$ cat src/rtl/zcv_pkg.sv
package zcv_pkg;
  localparam int GAIN_W       = 6;
  localparam int GAIN_RST     = 16;  // 0 dB
  localparam int FORCE_TICKS  = 2;   // forced update on this tick after the request
endpackage

$ cat src/rtl/zcv_xing_detect.sv
module zcv_xing_detect #(
  parameter int SW = 16
) (
  input  logic          clk,
  input  logic          rst,
  input  logic          valid,
  input  logic [SW-1:0] sample,
  output logic          xing
);
  logic prev_sign;
  logic have_prev;
  logic is_zero;

  assign is_zero = (sample == '0);
  assign xing    = valid && (is_zero || (have_prev && (sample[SW-1] != prev_sign)));

  always_ff @(posedge clk) begin
    if (rst) begin
      prev_sign <= 1'b0;
      have_prev <= 1'b0;
    end else if (valid) begin
      prev_sign <= sample[SW-1];
      have_prev <= 1'b1;
    end
  end
endmodule

$ cat src/rtl/zcv_timeout.sv
module zcv_timeout #(
  parameter int TICKS = 2
) (
  input  logic clk,
  input  logic rst,
  input  logic restart,
  input  logic any_wait,
  input  logic tick_en,
  output logic fire
);
  localparam int CW = (TICKS < 2) ? 1 : $clog2(TICKS);
  localparam logic [CW-1:0] LAST = CW'(TICKS - 1);

  logic [CW-1:0] cnt;

  assign fire = any_wait && tick_en && !restart && (cnt == LAST);

  always_ff @(posedge clk) begin
    if (rst || restart || !any_wait) begin
      cnt <= '0;
    end else if (tick_en) begin
      if (cnt == LAST) cnt <= '0;
      else             cnt <= cnt + 1'b1;
    end
  end
endmodule

$ cat src/rtl/zcv_chan_gain.sv
module zcv_chan_gain #(
  parameter int GW       = 6,
  parameter int RST_GAIN = 16
) (
  input  logic          clk,
  input  logic          rst,
  input  logic          sel_wr,
  input  logic [GW-1:0] wr_gain,
  input  logic          wr_mute,
  input  logic          upd,
  input  logic          zc_en,
  input  logic          xing,
  input  logic          fire,
  output logic          waiting,
  output logic [GW-1:0] gain,
  output logic          mute
);
  logic [GW-1:0] pend_q;
  logic [GW-1:0] pend_nx;
  logic [GW-1:0] tgt_q;

  assign pend_nx = sel_wr ? wr_gain : pend_q;

  always_ff @(posedge clk) begin
    if (rst) begin
      pend_q  <= GW'(RST_GAIN);
      tgt_q   <= GW'(RST_GAIN);
      gain    <= GW'(RST_GAIN);
      waiting <= 1'b0;
      mute    <= 1'b0;
    end else begin
      pend_q <= pend_nx;
      if (sel_wr) mute <= wr_mute;
      if (upd) begin
        if (zc_en) begin
          tgt_q   <= pend_nx;
          waiting <= 1'b1;
        end else begin
          gain    <= pend_nx;
          waiting <= 1'b0;
        end
      end else if (waiting && (xing || fire)) begin
        gain    <= tgt_q;
        waiting <= 1'b0;
      end
    end
  end
endmodule

$ cat src/rtl/zcv_gain_reg.sv
module zcv_gain_reg #(
  parameter int NCH      = 2,
  parameter int SW       = 16,
  parameter int GW       = zcv_pkg::GAIN_W,
  parameter int RST_GAIN = zcv_pkg::GAIN_RST,
  parameter int TICKS    = zcv_pkg::FORCE_TICKS,
  parameter int CHW      = (NCH < 2) ? 1 : $clog2(NCH)
) (
  input  logic              clk,
  input  logic              rst,
  input  logic              wr_en,
  input  logic [CHW-1:0]    wr_ch,
  input  logic [GW-1:0]     wr_gain,
  input  logic              wr_mute,
  input  logic              wr_upd,
  input  logic              zc_en,
  input  logic              slow_en,
  input  logic              slow_tick,
  input  logic              samp_valid,
  input  logic [NCH*SW-1:0] samp_data,
  output logic [NCH*GW-1:0] gain_out,
  output logic [NCH-1:0]    mute_out
);
  logic           upd;
  logic           fire;
  logic [NCH-1:0] wait_q;
  logic [NCH-1:0] xing;

  assign upd = wr_en && wr_upd;

  zcv_timeout #(.TICKS(TICKS)) u_tmo (
    .clk      (clk),
    .rst      (rst),
    .restart  (upd),
    .any_wait (|wait_q),
    .tick_en  (slow_tick && slow_en),
    .fire     (fire)
  );

  for (genvar c = 0; c < NCH; c++) begin : g_ch
    zcv_xing_detect #(.SW(SW)) u_xd (
      .clk    (clk),
      .rst    (rst),
      .valid  (samp_valid),
      .sample (samp_data[c*SW +: SW]),
      .xing   (xing[c])
    );

    zcv_chan_gain #(.GW(GW), .RST_GAIN(RST_GAIN)) u_cg (
      .clk     (clk),
      .rst     (rst),
      .sel_wr  (wr_en && (wr_ch == CHW'(c))),
      .wr_gain (wr_gain),
      .wr_mute (wr_mute),
      .upd     (upd),
      .zc_en   (zc_en),
      .xing    (xing[c]),
      .fire    (fire),
      .waiting (wait_q[c]),
      .gain    (gain_out[c*GW +: GW]),
      .mute    (mute_out[c])
    );
  end
endmodule

$ cat config.mk
export PLATFORM = sky130hd
export DESIGN_NAME = zcv_gain_reg
export DESIGN_NICKNAME = d
export VERILOG_FILES = /design/src/rtl/zcv_pkg.sv /design/src/rtl/zcv_xing_detect.sv /design/src/rtl/zcv_timeout.sv /design/src/rtl/zcv_chan_gain.sv /design/src/rtl/zcv_gain_reg.sv
export SDC_FILE = /design/constraint.sdc
export NUM_CORES = 1
export LEC_CHECK = 0
export BUFFER_PORTS_ARGS = -buffer_cell sky130_fd_sc_hd__buf_2
export CAP_MARGIN = 20
export CORE_MARGIN = 5
export CORE_UTILIZATION = 45
export CTS_BUF_LIST = sky130_fd_sc_hd__clkbuf_2 sky130_fd_sc_hd__clkbuf_4 sky130_fd_sc_hd__clkbuf_8
export DETAILED_ROUTE_END_ITERATION = 16
export PLACE_DENSITY = 0.78
export SYNTH_ARGS = -nofsm -noshare
export SYNTH_HDL_FRONTEND = slang
export SYNTH_SLANG_ARGS = --single-unit
$ cat constraint.sdc
create_clock -name clk -period 1.7 [get_ports clk]
set_input_delay 0.255 -clock clk [delete_from_list [all_inputs] [get_ports clk]]
set_output_delay 0.255 -clock clk [all_outputs]
set_load 0.05 [all_outputs]
Yosys cells after proc, flatten, opt, wreduce, memory -nomap -nowiden --
Index checks and enable logic that the tools add are counted.
Storage, ports and cells: flip-flop bits (word level) 44, output and inout bits 14, bits of input ports 48
Cells by class: multiplexer cells 14, bitwise gates (word level) 1, reduce and logical (&&, ||, !) cells 29, equal/unequal tests 3, add/subtract/negate cells 1
Operators by type and width (number):
- 6-bit two-way mux | 8
- 16-bit zero test | 2
- 1-bit logical AND | 13
- 1-bit logical OR | 6
- 1-bit two-way mux | 6
- 2-bit AND reduction | 3
- 2-bit nonzero test | 2
- 1-bit zero test | 2
- 1-bit != test | 2
- 2-bit != test, second input constant | 1
- 2-bit OR reduction | 1
- 1-bit adder, second input constant | 1
- 1-bit NOT | 1

Logic depth before layout (Yosys ltp) --
Gate-level depths: netlist of run 1.
word-level depth 8, gate-level depth with buffers 6, depth with buffers taken out 4

Hierarchy --
From an unflattened synthesis of run 1, not the netlist that was laid out.
Second synthesis, totals: cell total of the unflattened synthesis 203, area total of the unflattened synthesis 2031.9 um2
By module, submodules not included:
- zcv_chan_gain | seq. area each 400.4 um2, cells an instance 83, instances 2, area an instance 845.8 um2
- zcv_xing_detect | seq. area each 40.0 um2, cells an instance 14, instances 2, area an instance 125.1 um2
- zcv_timeout | seq. area each 20.0 um2, cells an instance 4, instances 1, area an instance 55.1 um2
- zcv_gain_reg | seq. area each 0.0 um2, cells an instance 5, instances 1, area an instance 35.0 um2

Worst setup path after synthesis of run 1 --
OpenSTA, ideal clock, no wires.
path kind input -> register, start input port wr_ch, end register g_ch[0].u_cg.tgt_q[4], slack 0.401 ns, data required time 1.580 ns, stages on the path 6, arrival 1.180 ns, cell sequence buf_4 -> nor2b_1 -> buf_4 -> mux2i_1 -> nor2_1 -> a211o_1
Between the ends: longest elaborated chain between the ends 3
RTL lines:
- from (decl) | line zcv_gain_reg.sv:12 | input logic [CHW-1:0] wr_ch,
- 1-bit NOT | line zcv_gain_reg.sv:52 | .sel_wr (wr_en && (wr_ch == CHW'(c))),
- 1-bit logical AND | line zcv_gain_reg.sv:52
- 6-bit two-way mux | line zcv_chan_gain.sv:22 | assign pend_nx = sel_wr ? wr_gain : pend_q;
- to (signal assigned) | line zcv_chan_gain.sv:27 | tgt_q <= GW'(RST_GAIN);
- to (signal assigned) | line zcv_chan_gain.sv:36 | tgt_q <= pend_nx;
- to (decl) | line zcv_chan_gain.sv:20 | logic [GW-1:0] tgt_q;
Every way passes these cells. A chain may end at the register's enable or synchronous reset.

Worst setup path in the final report of run 1 --
start register u_tmo.cnt, end register g_ch[0].u_cg.gain[2]
Between the ends: longest elaborated chain between the ends 5
RTL lines:
- from (decl) | line zcv_timeout.sv:14 | logic [CW-1:0] cnt;
- from (signal assigned) | line zcv_timeout.sv:23 | else cnt <= cnt + 1'b1;
- 1-bit logical AND | line zcv_timeout.sv:16 | assign fire = any_wait && tick_en && !restart && (cnt == LAST);
- 1-bit logical OR | line zcv_chan_gain.sv:42 | end else if (waiting && (xing || fire)) begin
- 1-bit logical AND | line zcv_chan_gain.sv:42
- 2-bit nonzero test (no source line)
- 2-bit AND reduction (no source line)
- to (signal assigned) | line zcv_chan_gain.sv:28 | gain <= GW'(RST_GAIN);
- to (signal assigned) | line zcv_chan_gain.sv:39 | gain <= pend_nx;
- to (signal assigned) | line zcv_chan_gain.sv:43 | gain <= tgt_q;
- to (decl) | line zcv_chan_gain.sv:15 | output logic [GW-1:0] gain,
Every way passes these cells.

==> impl_metrics.csv, run 1 <==
group,metric,value,unit
global_routing,initial_antenna_violation_count,0,
pwr,p_clk_share,33.0,%
route,detail_route.drc_violations,0,
placed_design,dpl_cell_area,2350,µm²
clock_network,cts.reportedPaths.clkPinSlew,0.07,ns
cells_and_area,num_antenna_cells,0,
pwr,fin_total_pwr,2.08,mW
synthesis,synth_top_area_share,43.2,%
worst_setup_path,crit_start,"u_tmo.cnt",
pwr,p_seq_share,52.5,%
synthesis,synth_largest_area_cell,"sky130_fd_sc_hd__dfxtp_1",
route,num_vias,1694,
global_routing,groute.usage.overall,14.8,%
synthesis,synthesis.area_per_instance,9.39,µm²
clock_network,clk_latency,0.29,ns
cells_and_area,layout.nets,321,
synthesis,synth.yosys.seq_area_share,43.2,%
clock_network,clk_path_buf_depth,2,
worst_setup_path,r2r_start,"u_tmo.cnt",
worst_setup_path,worst-endpoint-arrival,1.64,ns
sta,timing.final.crit_period,1.42,ns
synthesis,postSynthNetCount,265,
synthesis,asyncSetResetFlopFracSynth,0,%
global_routing,pin_count_of_the_biggest_net_entering_global_routing,57,
hold_path,hold_class,"in2reg",
clock_network,cts_tree,"yes",
pwr,p_sw_share,24.5,%
floorplan,num_rows,24,
clock_network,number_of_clock_buffers_inserted_by_tritoncts,5,
worst_setup_path,data_required_time_of_the_worst_path,1.92,ns
synthesis,ys_seq_elements,44,
worst_setup_path,critical_path.cell_chain,"a31o_2 > a31oi_1 > a31o_1 > mux2i_1",
sta,final.setup.tns,0,ns
global_routing,gr-total-overflow,0,
cells_and_area,final_cells,326,
route,dr.first_iter.drc_count,65,
synthesis,synthesis.instances,217,
synthesis,synth_top_cells_by_area,"sky130_fd_sc_hd__dfxtp_1, sky130_fd_sc_hd__mux2i_1, sky130_fd_sc_hd__nor2_1",
placed_design,portBuffers,61,
clock_network,post_cts.repair.setup_buffers,0,
sta,largest_clock_skew_in_the_final_design,0.00606,ns
synthesis,ys.warnings.count,0,
sta,max_freq,702,MHz
clock_network,cts_resized,0,
clock_network,numClockSinks,44,
sta,slew_headroom,72.5,%
cells_and_area,areaGrowthSynthToFinish,20.3,%
synthesis,synthFlopType,"sky130_fd_sc_hd__dfxtp_1",
route,drt-total-wl,4370,µm
clock_network,cts-htree-levels,2,
worst_setup_path,worstSetupStartpointType,"flop",
cells_and_area,layout.cell_area.non_filler,2450,µm²
placed_design,detailed_placer_s_ending_hpwl,3210,µm
floorplan,die_width,77.3,µm
synthesis,post_synth_num_cell_types,27,
global_routing,number_of_global_route_vias_before_repair,1615,
worst_setup_path,end_kind,"flop",
route,via_per_inst,5.20,
sta,max_slew.worst_pin.slew,0.412,ns
floorplan,floorplan.initialDensity,46.5,%
route,drt_first_pass_iters,4,
clock_network,clock_tree_root_driver_cell,"sky130_fd_sc_hd__clkbuf_8",
worst_setup_path,crit_path_max_fanout,7,
pwr,power.switching,509,µW
clock_network,cts_hold_buf,0,
placed_design,place.gp.congestion,0.722,
floorplan,die_y,77.3,µm
sta,fin_crit_sh,83.8,%
sta,maxSlewViolCount,0,
route,drt.antenna.violating_nets,0,
pwr,intPower,1.57,mW
floorplan,floorplan.die_area,5970,µm²
sta,setup_viol,0,
route,routed_wire_length_per_instance,13.4,µm
synthesis,synth-edff-count,0,
cells_and_area,fillerInstances,418,
pwr,p_leak,1.16,nW
sta,final_hold_viol_count,0,
worst_setup_path,critical_path.slowest_cell,"sky130_fd_sc_hd__a31o_1",
worst_setup_path,slowest_delay,0.38,ns
worst_setup_path,critical_path.top_delay_family,"compound AO/OA/AOI/OAI gates",
floorplan,pin_count,62,
worst_setup_path,cp_num_buf_inv,0,
worst_setup_path,critical_path_class,"reg2reg",
synthesis,synth_area,2040,µm²
placed_design,placed_cells_incl_taps,318,
floorplan,design.core.area,4380,µm²
status,result_of_the_run,"complete, no violations",
pwr,power.density_cell_area,849,nW/µm²
pwr,worst_ir_drop_vdd,0.546,mV
cells_and_area,drive_gt1_share,27.7,%
sta,unrepaired_setup_endpoints_after_global_routing,"false",
global_routing,grt_first_pass_wirelength,7350,µm
run,timing.max_cap.violations,0,
hold_path,worst_hold_startpoint,"wr_mute",
pwr,p_comb_share,14.5,%
[logic make-up (layout without fill, tap and decap cells)]
kind of cell	count (synthesis)	count (layout)	share of synthesized area, %
XOR/XNOR	3	3	1.29
AO/OA/AOI/OAI	32	32	12.3
buffers and inverters	17	74	5.10
AND/OR/NAND/NOR	82	82	18.9
multiplexers	39	39	19.2
flip-flops	44	44	43.2
[worst reg2reg max path: stages, from the launching register on]
cell and delay (ns):
sky130_fd_sc_hd__dfxtp_1 0.34, sky130_fd_sc_hd__a31o_2 0.21, sky130_fd_sc_hd__a31oi_1 0.18, sky130_fd_sc_hd__a31o_1 0.38
sky130_fd_sc_hd__mux2i_1 0.24
[cell type report]
cell class | count | area [µm²] | area share (%)
multi-input cells | 156 | 1050 | 42.9
flip-flops and latches | 44 | 881 | 35.9
repair buffers | 66 | 355 | 14.5
clock buffers | 8 | 97.6 | 3.98
well taps | 52 | 65.1 | 2.65
[flip-flops by register name, summed over array words and instances (netlist names)]
name,flops
g_ch.u_xd.have_prev,1
u_tmo.cnt,1
g_ch.u_cg.tgt_q,12
g_ch.u_cg.waiting,2
g_ch.u_xd.prev_sign,2
g_ch.u_cg.mute,2
g_ch.u_cg.pend_q,12
g_ch.u_cg.gain,12
[through the flow]
step                      hold slack [ns]  util, %  worst slack, ns
final                               0.222     55.9            0.276
after floorplan                     0.376        -            0.401
after global placement              0.446     53.7            0.210
after global routing                0.243     55.9            0.209
after detailed placement            0.453     53.7            0.124
after CTS                           0.212     55.9            0.266
[synthesized netlist by cell type, drive strengths merged (2+ instances only)]
| cell | count |
|---|---|
| clkbuf | 6 |
| a211o | 12 |
| mux2i | 39 |
| a31oi | 3 |
| and2 | 3 |
| a211oi | 12 |
| nand4 | 2 |
| buf | 11 |
| xor2 | 3 |
| nor2 | 45 |
| a31o | 3 |
| nand2b | 12 |
| nor4 | 8 |
| dfxtp | 44 |
| nand2 | 7 |
[placed cells by master, fill, tap and decap left out, drive strengths merged, types with 2 or more instances in the layout]
| cell | synthesis | routed |
|---|---|---|
| a211o | 12 | 12 |
| mux2i | 39 | 39 |
| clkbuf | 6 | 8 |
| nand2 | 7 | 7 |
| buf | 11 | 66 |
| a211oi | 12 | 12 |
| nand4 | 2 | 2 |
| nand2b | 12 | 12 |
| dfxtp | 44 | 44 |
| and2 | 3 | 3 |
| a31oi | 3 | 3 |
| a31o | 3 | 3 |
| nor2 | 45 | 45 |
| xor2 | 3 | 3 |
| nor4 | 8 | 8 |
[power by group through the flow]
| stage | Combinational [mW] | Clock (mW) | Sequential (mW) |
|---|---|---|---|
| 6_report | 0.302 | 0.687 | 1.09 |
| 4_1_cts | 0.304 | 0.713 | 1.09 |
| 2_1_floorplan | 0.190 | 0 | 1.13 |
| 5_1_grt | 0.335 | 0.748 | 1.10 |
| 3_3_place_gp | 0.297 | 0 | 1.12 |
| 3_5_place_dp | 0.303 | 0 | 1.12 |
[per-layer routing]
layer | global-route usage, % | up-vias | wire [µm]
met4 | 3.61 | 0 | 45
met2 | 25.6 | 40 | 2130
met3 | 4.92 | 5 | 244
met1 | 17.6 | 771 | 1950
met5 | 0 | - | 0
li1 | - | 878 | -
[path summary, 6_finish.rpt]
kind,to,slack [ns],depth (start not counted)
max reg2reg,g_ch[0].u_cg.gain[2],0.28,4
min,g_ch[1].u_cg.mute,0.22,3
min reg2reg,g_ch[1].u_cg.mute,0.47,2
max,g_ch[0].u_cg.gain[2],0.28,4
Power figures use the tool's default switching activity.
==> inputs of run 2 (changes only) <==
Settings changed: PLACE_DENSITY 0.78 to 0.81.
Clock period 1.7 ns to 1.3 ns, I/O delays scaled along.
==> run 2 against run 1 <==
Highest routed layer unchanged. Non-clock buffer count increased by 11. Largest power group unchanged. Cell count increased by 3.4%. Clock power increased by 60%.
==> impl_metrics.csv, run 2 (synthesis results as in run 1) <==
group,metric,value,unit
placed_design,detailed_placer_s_ending_hpwl,3490,µm
cells_and_area,drive_gt1_share,32.6,%
clock_network,numClockSinks,44,
sta,setup_viol,0,
floorplan,pin_count,62,
floorplan,design.core.area,4380,µm²
sta,fin_crit_sh,95.0,%
worst_setup_path,end_kind,"flop",
global_routing,pin_count_of_the_biggest_net_entering_global_routing,57,
sta,slew_headroom,82.4,%
clock_network,number_of_clock_buffers_inserted_by_tritoncts,5,
cells_and_area,layout.cell_area.non_filler,2640,µm²
sta,final_critical_path_setup_slack,0.0653,ns
cells_and_area,finish.utilization,60.2,%
placed_design,placed_cells_incl_taps,329,
global_routing,initial_antenna_violation_count,0,
floorplan,die_y,77.3,µm
route,met3WireLength,336,µm
worst_setup_path,r2r_start,"u_tmo.cnt",
pwr,power.density_cell_area,1130,nW/µm²
route,via_per_inst,5.22,
clock_network,clock_tree_root_driver_cell,"sky130_fd_sc_hd__clkbuf_8",
worst_setup_path,reg2reg_slack,0.07,ns
cells_and_area,mostFrequentLayoutCells,"sky130_fd_sc_hd__buf_2, sky130_fd_sc_hd__nor2_1, sky130_fd_sc_hd__dfxtp_1, sky130_fd_sc_hd__mux2i_1, sky130_fd_sc_hd__buf_4",
floorplan,floorplan.initialDensity,46.5,%
route,dr.first_iter.drc_count,95,
route,drt_first_pass_iters,4,
global_routing,groute.usage.overall,16.3,%
clock_network,clk_path_buf_depth,2,
run,timing.max_cap.violations,0,
clock_network,cts.reportedPaths.clkPinSlew,0.08,ns
route,routed_wire_length_per_instance,14.5,µm
worst_setup_path,worstSetupStartpointType,"flop",
sta,final.setup.tns,0,ns
worst_setup_path,worst-endpoint-arrival,1.46,ns
worst_setup_path,timing.rr.end,"g_ch[0].u_cg.gain[2]",
floorplan,die_width,77.3,µm
clock_network,post_cts.repair.setup_buffers,0,
sta,hold-worst-slack,0.171,ns
global_routing,grt_first_pass_wirelength,8020,µm
route,met2RoutedLength,2420,µm
clock_network,cts_hold_buf,0,
route,drt-total-wl,4880,µm
pwr,p_leak,1.24,nW
sta,max_slew.worst_pin.slew,0.261,ns
worst_setup_path,reg2reg_depth,4,
clock_network,clk_latency,0.30,ns
worst_setup_path,worstSetupEndpoint,"g_ch[0].u_cg.gain[2]",
pwr,worst_ir_drop_vdd,0.600,mV
pwr,fin_total_pwr,2.98,mW
placed_design,place.gp.congestion,0.746,
clock_network,cts-htree-levels,2,
worst_setup_path,data_required_time_of_the_worst_path,1.53,ns
sta,final_hold_viol_count,0,
placed_design,dpl_cell_area,2460,µm²
worst_setup_path,critical_path_class,"reg2reg",
route,highest-signal-layer,"met4",
sta,max_freq,810,MHz
worst_setup_path,crit_path_max_fanout,7,
global_routing,number_of_global_route_vias_before_repair,1771,
route,wl_met1,2040,µm
cells_and_area,final_cells,337,
sta,timing.final.crit_period,1.23,ns
cells_and_area,leading_cell_type_in_the_layout_fill_and_taps_excluded,"sky130_fd_sc_hd__buf_2",
sta,maxSlewViolCount,0,
route,detail_route.drc_violations,0,
cells_and_area,layout.nets,332,
cells_and_area,areaGrowthSynthToFinish,29.5,%
placed_design,dpl_worst_slack,-0.175,ns
floorplan,num_rows,24,
hold_path,hold_class,"in2reg",
worst_setup_path,crit_start,"u_tmo.cnt",
clock_network,cts_tree,"yes",
floorplan,floorplan.die_area,5970,µm²
route,drt.antenna.violating_nets,0,
cells_and_area,top_regs,"g_ch.u_cg.gain (12), g_ch.u_cg.pend_q (12), g_ch.u_cg.tgt_q (12)",
cells_and_area,num_antenna_cells,0,
placed_design,portBuffers,61,
status,result_of_the_run,"complete, no violations",
sta,largest_clock_skew_in_the_final_design,0.00598,ns
route,num_vias,1760,
global_routing,gr-total-overflow,0,
-- run 2: cell types whose count changed in the layout (fill, tap and decap cells not counted), sizes merged --
cell    change
clkbuf      -2
bufinv      +1
clkinv      +1
buf        +11
-- run 2: worst min-delay path by stage --
stage | cells after the start | end | start
after floorplan | 2 | g_ch[0].u_xd.have_prev | samp_valid
after global placement | 2 | g_ch[1].u_cg.mute | g_ch[1].u_cg.mute
after detailed placement | 1 | g_ch[1].u_cg.tgt_q[4] | g_ch[1].u_cg.tgt_q[4]
after CTS | 3 | g_ch[1].u_cg.mute | wr_mute
after global routing | 3 | g_ch[1].u_cg.mute | wr_mute
final | 3 | g_ch[0].u_cg.mute | wr_mute
-- run 2: repair_timing --
item,4_1_cts,5_1_grt
endpoints found under the setup margin,14,12
pin swaps,1,2
hold endpoints to repair,0,0
resized for setup,2,8
-- run 2: metal layers --
metal  GRT usage (%)  up-vias
li1                -      901
met1            19.9      798
met2            26.9       51
met3            5.50       10
met4            5.33        0
met5               0        -
-- run 2: critical path, cell delays in order (launching register included) --
cell,delay [ns]
sky130_fd_sc_hd__dfxtp_2,0.33
sky130_fd_sc_hd__a31o_4,0.23
sky130_fd_sc_hd__a31oi_4,0.18
sky130_fd_sc_hd__a31o_4,0.19
sky130_fd_sc_hd__mux2i_1,0.21
-- run 2: report_power, final --
| group | internal, mW | switching [mW] | leakage, nW |
|---|---|---|---|
| Sequential | 1.40 | 0.0312 | 0.360 |
| Clock | 0.628 | 0.471 | 0.0614 |
| Combinational | 0.213 | 0.235 | 0.816 |
| Total | 2.24 | 0.736 | 1.24 |
-- run 2: final cells by class --
type	instances	area (µm²)
multi-input cells	156	1110
flip-flops and latches	44	882
clock inverters	2	38.8
repair buffers	77	463
fillers	376	1750
clock buffers	6	82.6
well taps	52	65.1
